===== src/rtl/clkdiv_pkg.sv =====
package clkdiv_pkg;
  localparam int          CTRL_W     = 8;
  localparam int          FLAG_BIT   = 7;
  localparam int          CODE_W     = 4;
  localparam logic [7:0]  ARM_PATTERN = 8'h80;

  typedef logic [CTRL_W-1:0] ctrl_word_t;
  typedef logic [CODE_W-1:0] code_t;
endpackage


===== src/rtl/clkdiv_unlock.sv =====
module clkdiv_unlock
  import clkdiv_pkg::*;
#(
  parameter int WIN_CYC = 4
) (
  input  logic       clk,
  input  logic       rst_n,
  input  logic       wr_en,
  input  ctrl_word_t wr_data,
  output logic       armed_o,
  output logic       code_wr_o
);
  localparam int CW = (WIN_CYC > 1) ? $clog2(WIN_CYC) : 1;
  localparam int AW = CW + 1;

  logic          armed_q, armed_d;
  logic [CW-1:0] left_q, left_d;
  logic          arm_hit;
  logic          reg_en;

  assign arm_hit   = wr_en && (wr_data == ARM_PATTERN);
  assign code_wr_o = armed_q && wr_en && !wr_data[FLAG_BIT];
  assign armed_o   = armed_q;
  assign reg_en    = armed_q || arm_hit;

  always_comb begin
    armed_d = armed_q;
    left_d  = left_q;
    if (!armed_q) begin
      if (arm_hit) begin
        armed_d = 1'b1;
        left_d  = CW'(WIN_CYC - 1);
      end
    end else if (code_wr_o) begin
      armed_d = 1'b0;
    end else if (left_q == '0) begin
      armed_d = 1'b0;
    end else begin
      left_d = left_q - 1'b1;
    end
  end

  always_ff @(posedge clk or negedge rst_n) begin
    if (!rst_n) begin
      armed_q <= 1'b0;
      left_q  <= '0;
    end else if (reg_en) begin
      armed_q <= armed_d;
      left_q  <= left_d;
    end
  end

  // Window age checker
  logic [AW-1:0] age_q;
  always_ff @(posedge clk or negedge rst_n) begin
    if (!rst_n)       age_q <= '0;
    else if (!armed_q) age_q <= '0;
    else if (age_q != '1) age_q <= age_q + 1'b1;
  end


  window_len_chk: assert property (@(posedge clk) disable iff (!rst_n)
    armed_q |-> (age_q < AW'(WIN_CYC)));


  arm_source_chk: assert property (@(posedge clk) disable iff (!rst_n)
    $rose(armed_q) |-> $past(arm_hit));


  code_clears_chk: assert property (@(posedge clk) disable iff (!rst_n)
    code_wr_o |=> !armed_q);
endmodule


===== src/rtl/clkdiv_codereg.sv =====
module clkdiv_codereg
  import clkdiv_pkg::*;
#(
  parameter int MAX_CODE = 8,
  parameter int RST_CODE = 0
) (
  input  logic  clk,
  input  logic  rst_n,
  input  logic  code_wr,
  input  code_t code_in,
  output code_t code_o
);
  code_t code_q, code_d;
  logic  legal;
  logic  reg_en;

  assign legal  = (code_in <= CODE_W'(MAX_CODE));
  assign reg_en = code_wr && legal;
  assign code_o = code_q;

  always_comb begin
    code_d = code_q;
    if (reg_en) code_d = code_in;
  end

  always_ff @(posedge clk or negedge rst_n) begin
    if (!rst_n)      code_q <= CODE_W'(RST_CODE);
    else if (reg_en) code_q <= code_d;
  end


  code_range_chk: assert property (@(posedge clk) disable iff (!rst_n)
    code_q <= CODE_W'(MAX_CODE));


  code_guard_chk: assert property (@(posedge clk) disable iff (!rst_n)
    !$stable(code_q) |-> $past(code_wr));
endmodule


===== src/rtl/clkdiv_counter.sv =====
module clkdiv_counter
  import clkdiv_pkg::*;
#(
  parameter int MAX_CODE = 8,
  parameter int RST_CODE = 0
) (
  input  logic  clk,
  input  logic  rst_n,
  input  code_t code_req,
  output logic  tick_o
);
  localparam int NW = (MAX_CODE > 0) ? MAX_CODE : 1;

  code_t         act_q, act_d;
  logic [NW-1:0] cnt_q, cnt_d;
  logic [NW-1:0] limit;
  logic          wrap;

  always_comb begin
    for (int i = 0; i < NW; i++) begin
      limit[i] = (CODE_W'(i) < act_q);
    end
  end

  assign wrap   = (cnt_q == limit);
  assign tick_o = wrap;

  always_comb begin
    if (wrap) begin
      cnt_d = '0;
      act_d = code_req;
    end else begin
      cnt_d = cnt_q + 1'b1;
      act_d = act_q;
    end
  end

  always_ff @(posedge clk or negedge rst_n) begin
    if (!rst_n) begin
      cnt_q <= '0;
      act_q <= CODE_W'(RST_CODE);
    end else begin
      cnt_q <= cnt_d;
      act_q <= act_d;
    end
  end


  cnt_bound_chk: assert property (@(posedge clk) disable iff (!rst_n)
    cnt_q <= limit);


  ratio_switch_chk: assert property (@(posedge clk) disable iff (!rst_n)
    !$stable(act_q) |-> $past(tick_o));
endmodule


===== src/rtl/clkdiv_guard.sv =====
module clkdiv_guard
  import clkdiv_pkg::*;
#(
  parameter int WIN_CYC     = 4,
  parameter int MAX_CODE    = 8,
  parameter int RST_CODE    = 0,
  parameter int SYNC_STAGES = 2
) (
  input  logic       clk,
  input  logic       rst_n,
  input  logic       wr_en,
  input  logic [7:0] wr_data,
  output logic [7:0] rd_data,
  output logic       tick_o
);
  logic  rst_sync_n;
  logic  armed;
  logic  code_wr;
  code_t code;

  generate
    if (SYNC_STAGES <= 1) begin : g_sync1
      logic s_q;
      always_ff @(posedge clk or negedge rst_n) begin
        if (!rst_n) s_q <= 1'b0;
        else        s_q <= 1'b1;
      end
      assign rst_sync_n = s_q;
    end else begin : g_syncn
      logic [SYNC_STAGES-1:0] s_q;
      always_ff @(posedge clk or negedge rst_n) begin
        if (!rst_n) s_q <= '0;
        else        s_q <= {s_q[SYNC_STAGES-2:0], 1'b1};
      end
      assign rst_sync_n = s_q[SYNC_STAGES-1];
    end
  endgenerate

  clkdiv_unlock #(.WIN_CYC(WIN_CYC)) u_unlock (
    .clk       (clk),
    .rst_n     (rst_sync_n),
    .wr_en     (wr_en),
    .wr_data   (wr_data),
    .armed_o   (armed),
    .code_wr_o (code_wr)
  );

  clkdiv_codereg #(.MAX_CODE(MAX_CODE), .RST_CODE(RST_CODE)) u_code (
    .clk     (clk),
    .rst_n   (rst_sync_n),
    .code_wr (code_wr),
    .code_in (wr_data[CODE_W-1:0]),
    .code_o  (code)
  );

  clkdiv_counter #(.MAX_CODE(MAX_CODE), .RST_CODE(RST_CODE)) u_cnt (
    .clk      (clk),
    .rst_n    (rst_sync_n),
    .code_req (code),
    .tick_o   (tick_o)
  );

  always_comb begin
    rd_data                 = '0;
    rd_data[FLAG_BIT]       = armed;
    rd_data[CODE_W-1:0]     = code;
  end


  pad_zero_chk: assert property (@(posedge clk) disable iff (!rst_sync_n)
    rd_data[6:4] == 3'b000);
endmodule


===== config.mk =====
export PLATFORM = sky130hd
export DESIGN_NAME = clkdiv_guard
export DESIGN_NICKNAME = d
export VERILOG_FILES = /design/src/rtl/clkdiv_pkg.sv /design/src/rtl/clkdiv_unlock.sv /design/src/rtl/clkdiv_codereg.sv /design/src/rtl/clkdiv_counter.sv /design/src/rtl/clkdiv_guard.sv
export SDC_FILE = /design/constraint.sdc
export NUM_CORES = 1
export LEC_CHECK = 0
export ABC_AREA = 1
export BUFFER_PORTS_ARGS = -buffer_cell sky130_fd_sc_hd__buf_2
export CAP_MARGIN = 30
export CELL_PAD_IN_SITES_DETAIL_PLACEMENT = 0
export CELL_PAD_IN_SITES_GLOBAL_PLACEMENT = 1
export CORE_MARGIN = 5
export CORE_UTILIZATION = 43
export DETAILED_ROUTE_END_ITERATION = 7
export HOLD_SLACK_MARGIN = 0.12
export PLACE_DENSITY = 0.9
export SLEW_MARGIN = 30
export SYNTH_ARGS = -nofsm -noshare
export SYNTH_HDL_FRONTEND = slang
export SYNTH_SLANG_ARGS = --single-unit

===== constraint.sdc =====
create_clock -name clk -period 2.1 [get_ports clk]
set_input_delay 0.21 -clock clk [delete_from_list [all_inputs] [get_ports clk]]
set_output_delay 0.21 -clock clk [all_outputs]
set_load 0.01 [all_outputs]

After elaboration in Yosys (flattened, before gate mapping)
Index checks and enable logic that the tools add are counted.
Word-level totals
  register bits: 21
  input port bits: 11
  output and inout bits: 9
  logic and storage cells: 39
Cells by class
  $add $sub $neg: 2
  $lt $le $gt $ge: 9
  equal/unequal tests: 4
  muxes and demuxes: 9
  reduce and logical (&&, ||, !) cells: 9
Operators with widths (count)
  $lt A3 B4 Y1 const A: 4
  $add A8 B1 Y8 const B: 1
  $eq A8 B8 Y1: 1
  $eq A8 B8 Y1 const B: 1
  $lt A1 B4 Y1 const A: 2
  $lt A2 B4 Y1 const A: 2
  $mux W2: 4
  $mux W8: 1
  $le A4 B4 Y1 const B: 1
  $logic_and A1 B1 Y1: 4
  $mux W1: 4
  $ne A2 B2 Y1 const B: 2
  $reduce_and A4 Y1: 1
  $logic_not A2 Y1: 1
  $reduce_bool A2 Y1: 1
  $sub A2 B1 Y2 const B: 1
  $logic_not A1 Y1: 1
  $logic_or A1 B1 Y1: 1

Longest topological paths before layout
  depth in word-level cells: 4
  gate-level depth with buffers: 10

Modules after synthesis
A second synthesis with hierarchy kept.
Second synthesis, totals
  cell total of the unflattened synthesis: 161
  area total of the unflattened synthesis: 1226.2 sq um
Modules (own cells, without submodules)
  clkdiv_counter: times used 1, cells each 101, area each 755.7 sq um, seq. area each 300.3 sq um
  clkdiv_unlock: times used 1, cells each 30, area each 200.2 sq um, seq. area each 75.1 sq um
  clkdiv_codereg: times used 1, cells each 22, area each 182.7 sq um, seq. area each 100.1 sq um
  clkdiv_guard: times used 1, cells each 8, area each 87.6 sq um, seq. area each 50.0 sq um

Worst setup path before layout
No wires, ideal clock.
  path kind: reg2out
  start: register u_cnt.act_q[2]
  end: output port tick_o
  arrival time: 1.183 ns
  path slack: 0.707 ns
  cell stages (with the launch flop): 10
  path buffers: 0
  path through: dfrtp_1 -> nor2_4 -> nand2_1 -> nand2_1 -> nand2_1 -> inv_1 -> nand2_1 -> nor2_4 -> nand2_4 -> inv_6
On the way
  cells in the longest elaborated chain, start to end: 2
  elaborated cells on any way between the ends: 9
Ends and longest elaborated chain
  start: declaration: line clkdiv_counter.sv:14  | code_t act_q, act_d;
  start signal: assignment: line clkdiv_counter.sv:41  | act_q <= CODE_W'(RST_CODE);
  start signal: assignment: line clkdiv_counter.sv:44  | act_q <= act_d;
  $lt A1 B4 Y1 (tied with other cells): line clkdiv_counter.sv:21  | limit[i] = (CODE_W'(i) < act_q);
  $eq A8 B8 Y1 *: line clkdiv_counter.sv:25  | assign wrap = (cnt_q == limit);
  end: declaration: line clkdiv_guard.sv:14  | output logic tick_o
Mark *: on every way between the ends. The rest lies on a longest branch, timed or not.

Final worst setup path
Same ends and word-level chain as after synthesis.

==> results.json <==
{
  "status": "finished, final reports clean",
  "grt_pass1_vias": 964,
  "crit_family": "simple AND/OR/NAND/NOR gates",
  "r2r_start": "u_cnt.act_q[2]",
  "num-nets-final": 183,
  "synth_cells": 149,
  "ys_seq_elements": 21,
  "cap_violations": 0,
  "cts.sink_count": 21,
  "cts.htree.levels": 1,
  "fin_cells": 199,
  "antenna_found_initial": 0,
  "die_x_um": 62.1,
  "hold-path-endpoint": "u_code.code_o[1]",
  "critical_path_class": "reg2out",
  "track_usage": 0.119,
  "synthTopCellsByCount": "nand2_1, dfrtp_1, inv_1",
  "gp_congestion": 0.796,
  "cp_cell_sequence": "nor2_4 -> nand2_1 -> nand2_1 -> nand3_1 -> nor2_4 -> nand2_4 -> inv_6 -> buf_2",
  "area_growth_pct": 12.2,
  "setup_viol": 0,
  "rsz0062_at_grt": "no",
  "fin_crit_ps": 1930,
  "hp-start": "wr_data[1]",
  "clock_latency_ps": 300,
  "ys_async_sr_fraction": 1.00,
  "power_uw": 722,
  "arrival_ps": 1720,
  "syn_area_sq_mm": 0.00117,
  "cp_max_fo": 9,
  "cts-root-buf": "clkbuf_4",
  "hold_path_class": "in2reg",
  "powerDensity_mw_per_mm2": 551,
  "slew_violations": 0,
  "seqCellArea_sq_um": 528,
  "routed-wl-met3_um": 82,
  "hold_depth": 3,
  "max_freq_mhz": 518,
  "synth_cell_types": 21,
  "path_buf_inv": 2,
  "grt_pass1_wl_um": 3870,
  "highest_layer": "met4",
  "grt_max_degree": 20,
  "multi_input_area_sq_um": 539,
  "synth_edf_count": 0,
  "ioPinCount": 20,
  "dp.cells": 193,
  "timing.rr.end": "u_cnt.cnt_q[0]",
  "cts_tree": "done",
  "clk_pin_slew_ps": 110,
  "port_buffers": 16,
  "synth.area.top_cells": "dfrtp_1, nand2_1, nand3_1, inv_1, nor2_1",
  "synth_top_area_share": 0.450,
  "vias_per_cell": 4.81,
  "synth_area_leader_cell": "dfrtp_1",
  "wl_um": 2160,
  "critPathCaptureType": "primary output",
  "grt_overflow": 0,
  "core-area_sq_mm": 0.00254,
  "avgSynthCellArea_sq_um": 7.83,
  "cts_made_buffers": 3,
  "detail_route.wl_per_cell_um": 10.8,
  "place_hpwl_um": 1770,
  "ant_nets": 0,
  "start_util": 0.459,
  "synth_most_common_cell": "nand2_1",
  "slowest_stage": "dfrtp_2",
  "max-vdd-ir-drop_uv": 425,
  "slew_headroom": 0.523,
  "hold_viol": 0,
  "drc_errors": 0,
  "diodes": 0,
  "drt_iter0_drc": 33,
  "dr.pass1.iters": 4,
  "die_h_um": 62.1,
  "start_kind": "flop",
  "fin_crit_sh": 0.919,
  "vias": 957,
  "met2WireLength_um": 1140,
  "fill_cells": 255,
  "timing.setup.tns_ps": 0,
  "reg2reg_depth": 8,
  "layout-drive-gt1-share": 0.207,
  "rows": 18,
  "met1_length_um": 919,
  "die-area_sq_mm": 0.00386,
  "required_ps": 1890,
  "power_leakage_uw": 0.000724,
  "r2r_setup_slack_ps": 660,
  "cpPeakStageDelay_ps": 460,
  "cts_buffer_depth": 2,
  "yosysSeqAreaShare": 0.450,
  "yosys_warnings": 0,
  "synth_flop_cell": "dfrtp_1",
  "skew_ps": 2.82,
  "worst_pin_slew_ps": 716
}
==> worst max-delay path by stage <==
stage | to | slack, ps | cells after the start | start
after floorplan | tick_o | 710 | 9 | u_cnt.act_q[2]
after global placement | tick_o | 530 | 10 | u_cnt.act_q[2]
after detailed placement | tick_o | 470 | 10 | u_cnt.act_q[2]
after CTS | tick_o | 120 | 8 | u_cnt.act_q[3]
after global routing | tick_o | 10 | 10 | u_cnt.act_q[3]
final | tick_o | 170 | 8 | u_cnt.act_q[2]
==> layout by cell type, fill, tap and decap left out, types with 2 or more instances in the layout <==
master	instances
a21oi_1	2
buf_2	16
clkbuf_4	3
conb_1	4
dfrtp_1	19
dfrtp_2	2
ha_1	2
inv_1	18
nand2_1	43
nand2_4	2
nand3_1	15
nand3_2	3
nand4_1	2
nor2_1	13
nor2_2	2
nor2_4	3
nor3_1	3
o21ai_0	7
xnor2_1	2
xor2_1	2
==> worst reg2reg max path, delay by kind of cell, from the launching register on <==
kind	cells	cell delay, ps
AND/OR/NAND/NOR	7	790
flip-flops	1	460
buffers and inverters	1	100
==> logic make-up (layout without fill, tap and decap cells) <==
group | after synthesis | in the layout | share of synthesized area
simple gates | 87 | 87 | 0.359
buf+inv | 24 | 42 | 0.0943
flops | 21 | 21 | 0.450
compound gates | 9 | 9 | 0.0386
xor+xnor | 4 | 4 | 0.0300
fa+ha+maj | 2 | 2 | 0.0214
other cells | 2 | 4 | 0.00643
==> power by group <==
part / leakage, uW / switching [uW] / internal (uW)
Clock: 0.0000177 / 114 / 70.9
Combinational: 0.000454 / 46.1 / 37.6
Sequential: 0.000252 / 20.5 / 433
Total: 0.000724 / 181 / 541
==> final cells by class <==
type	instances	area share
Sequential cell	21	0.403
Multi-Input combinational cell	106	0.412
Clock buffer	3	0.0172
Inverter	20	0.0611
Timing Repair Buffer	18	0.0745
Clock inverter	1	0.00382
Tap cell	30	0.0287
==> metrics by stage <==
step / util / hold WS [ps] / worst slack [ps] / instance area, sq um
after global placement: 0.496 / -4.41 / 525 / 1260
final: 0.515 / 161 / 170 / 1310
after global routing: 0.515 / 152 / 10.1 / 1310
after floorplan: - / -85.6 / 707 / 1170
after CTS: 0.511 / 149 / 120 / 1300
after detailed placement: 0.496 / -1.55 / 472 / 1260
==> metal layers <==
layer,global-route usage,vias up
li1,-,503
met1,0.131,436
met2,0.220,16
met3,0.0252,2
met4,0.0407,0
met5,0,-
==> repair_timing <==
action	CTS	global route
setup buffers	0	1
endpoints found under the hold margin	2	0
setup endpoints to repair	0	1
hold buffers	1	0
gates resized for setup	0	2
==> sequential cells by signal (all words and copies together), names as in the netlist <==
register	count
u_cnt.cnt_q	8
u_cnt.act_q	4
u_code.code_o	4
g_syncn.s_q	2
u_unlock.left_q	2
u_unlock.armed_o	1
Note: power is estimated with default switching activity, not from simulation.
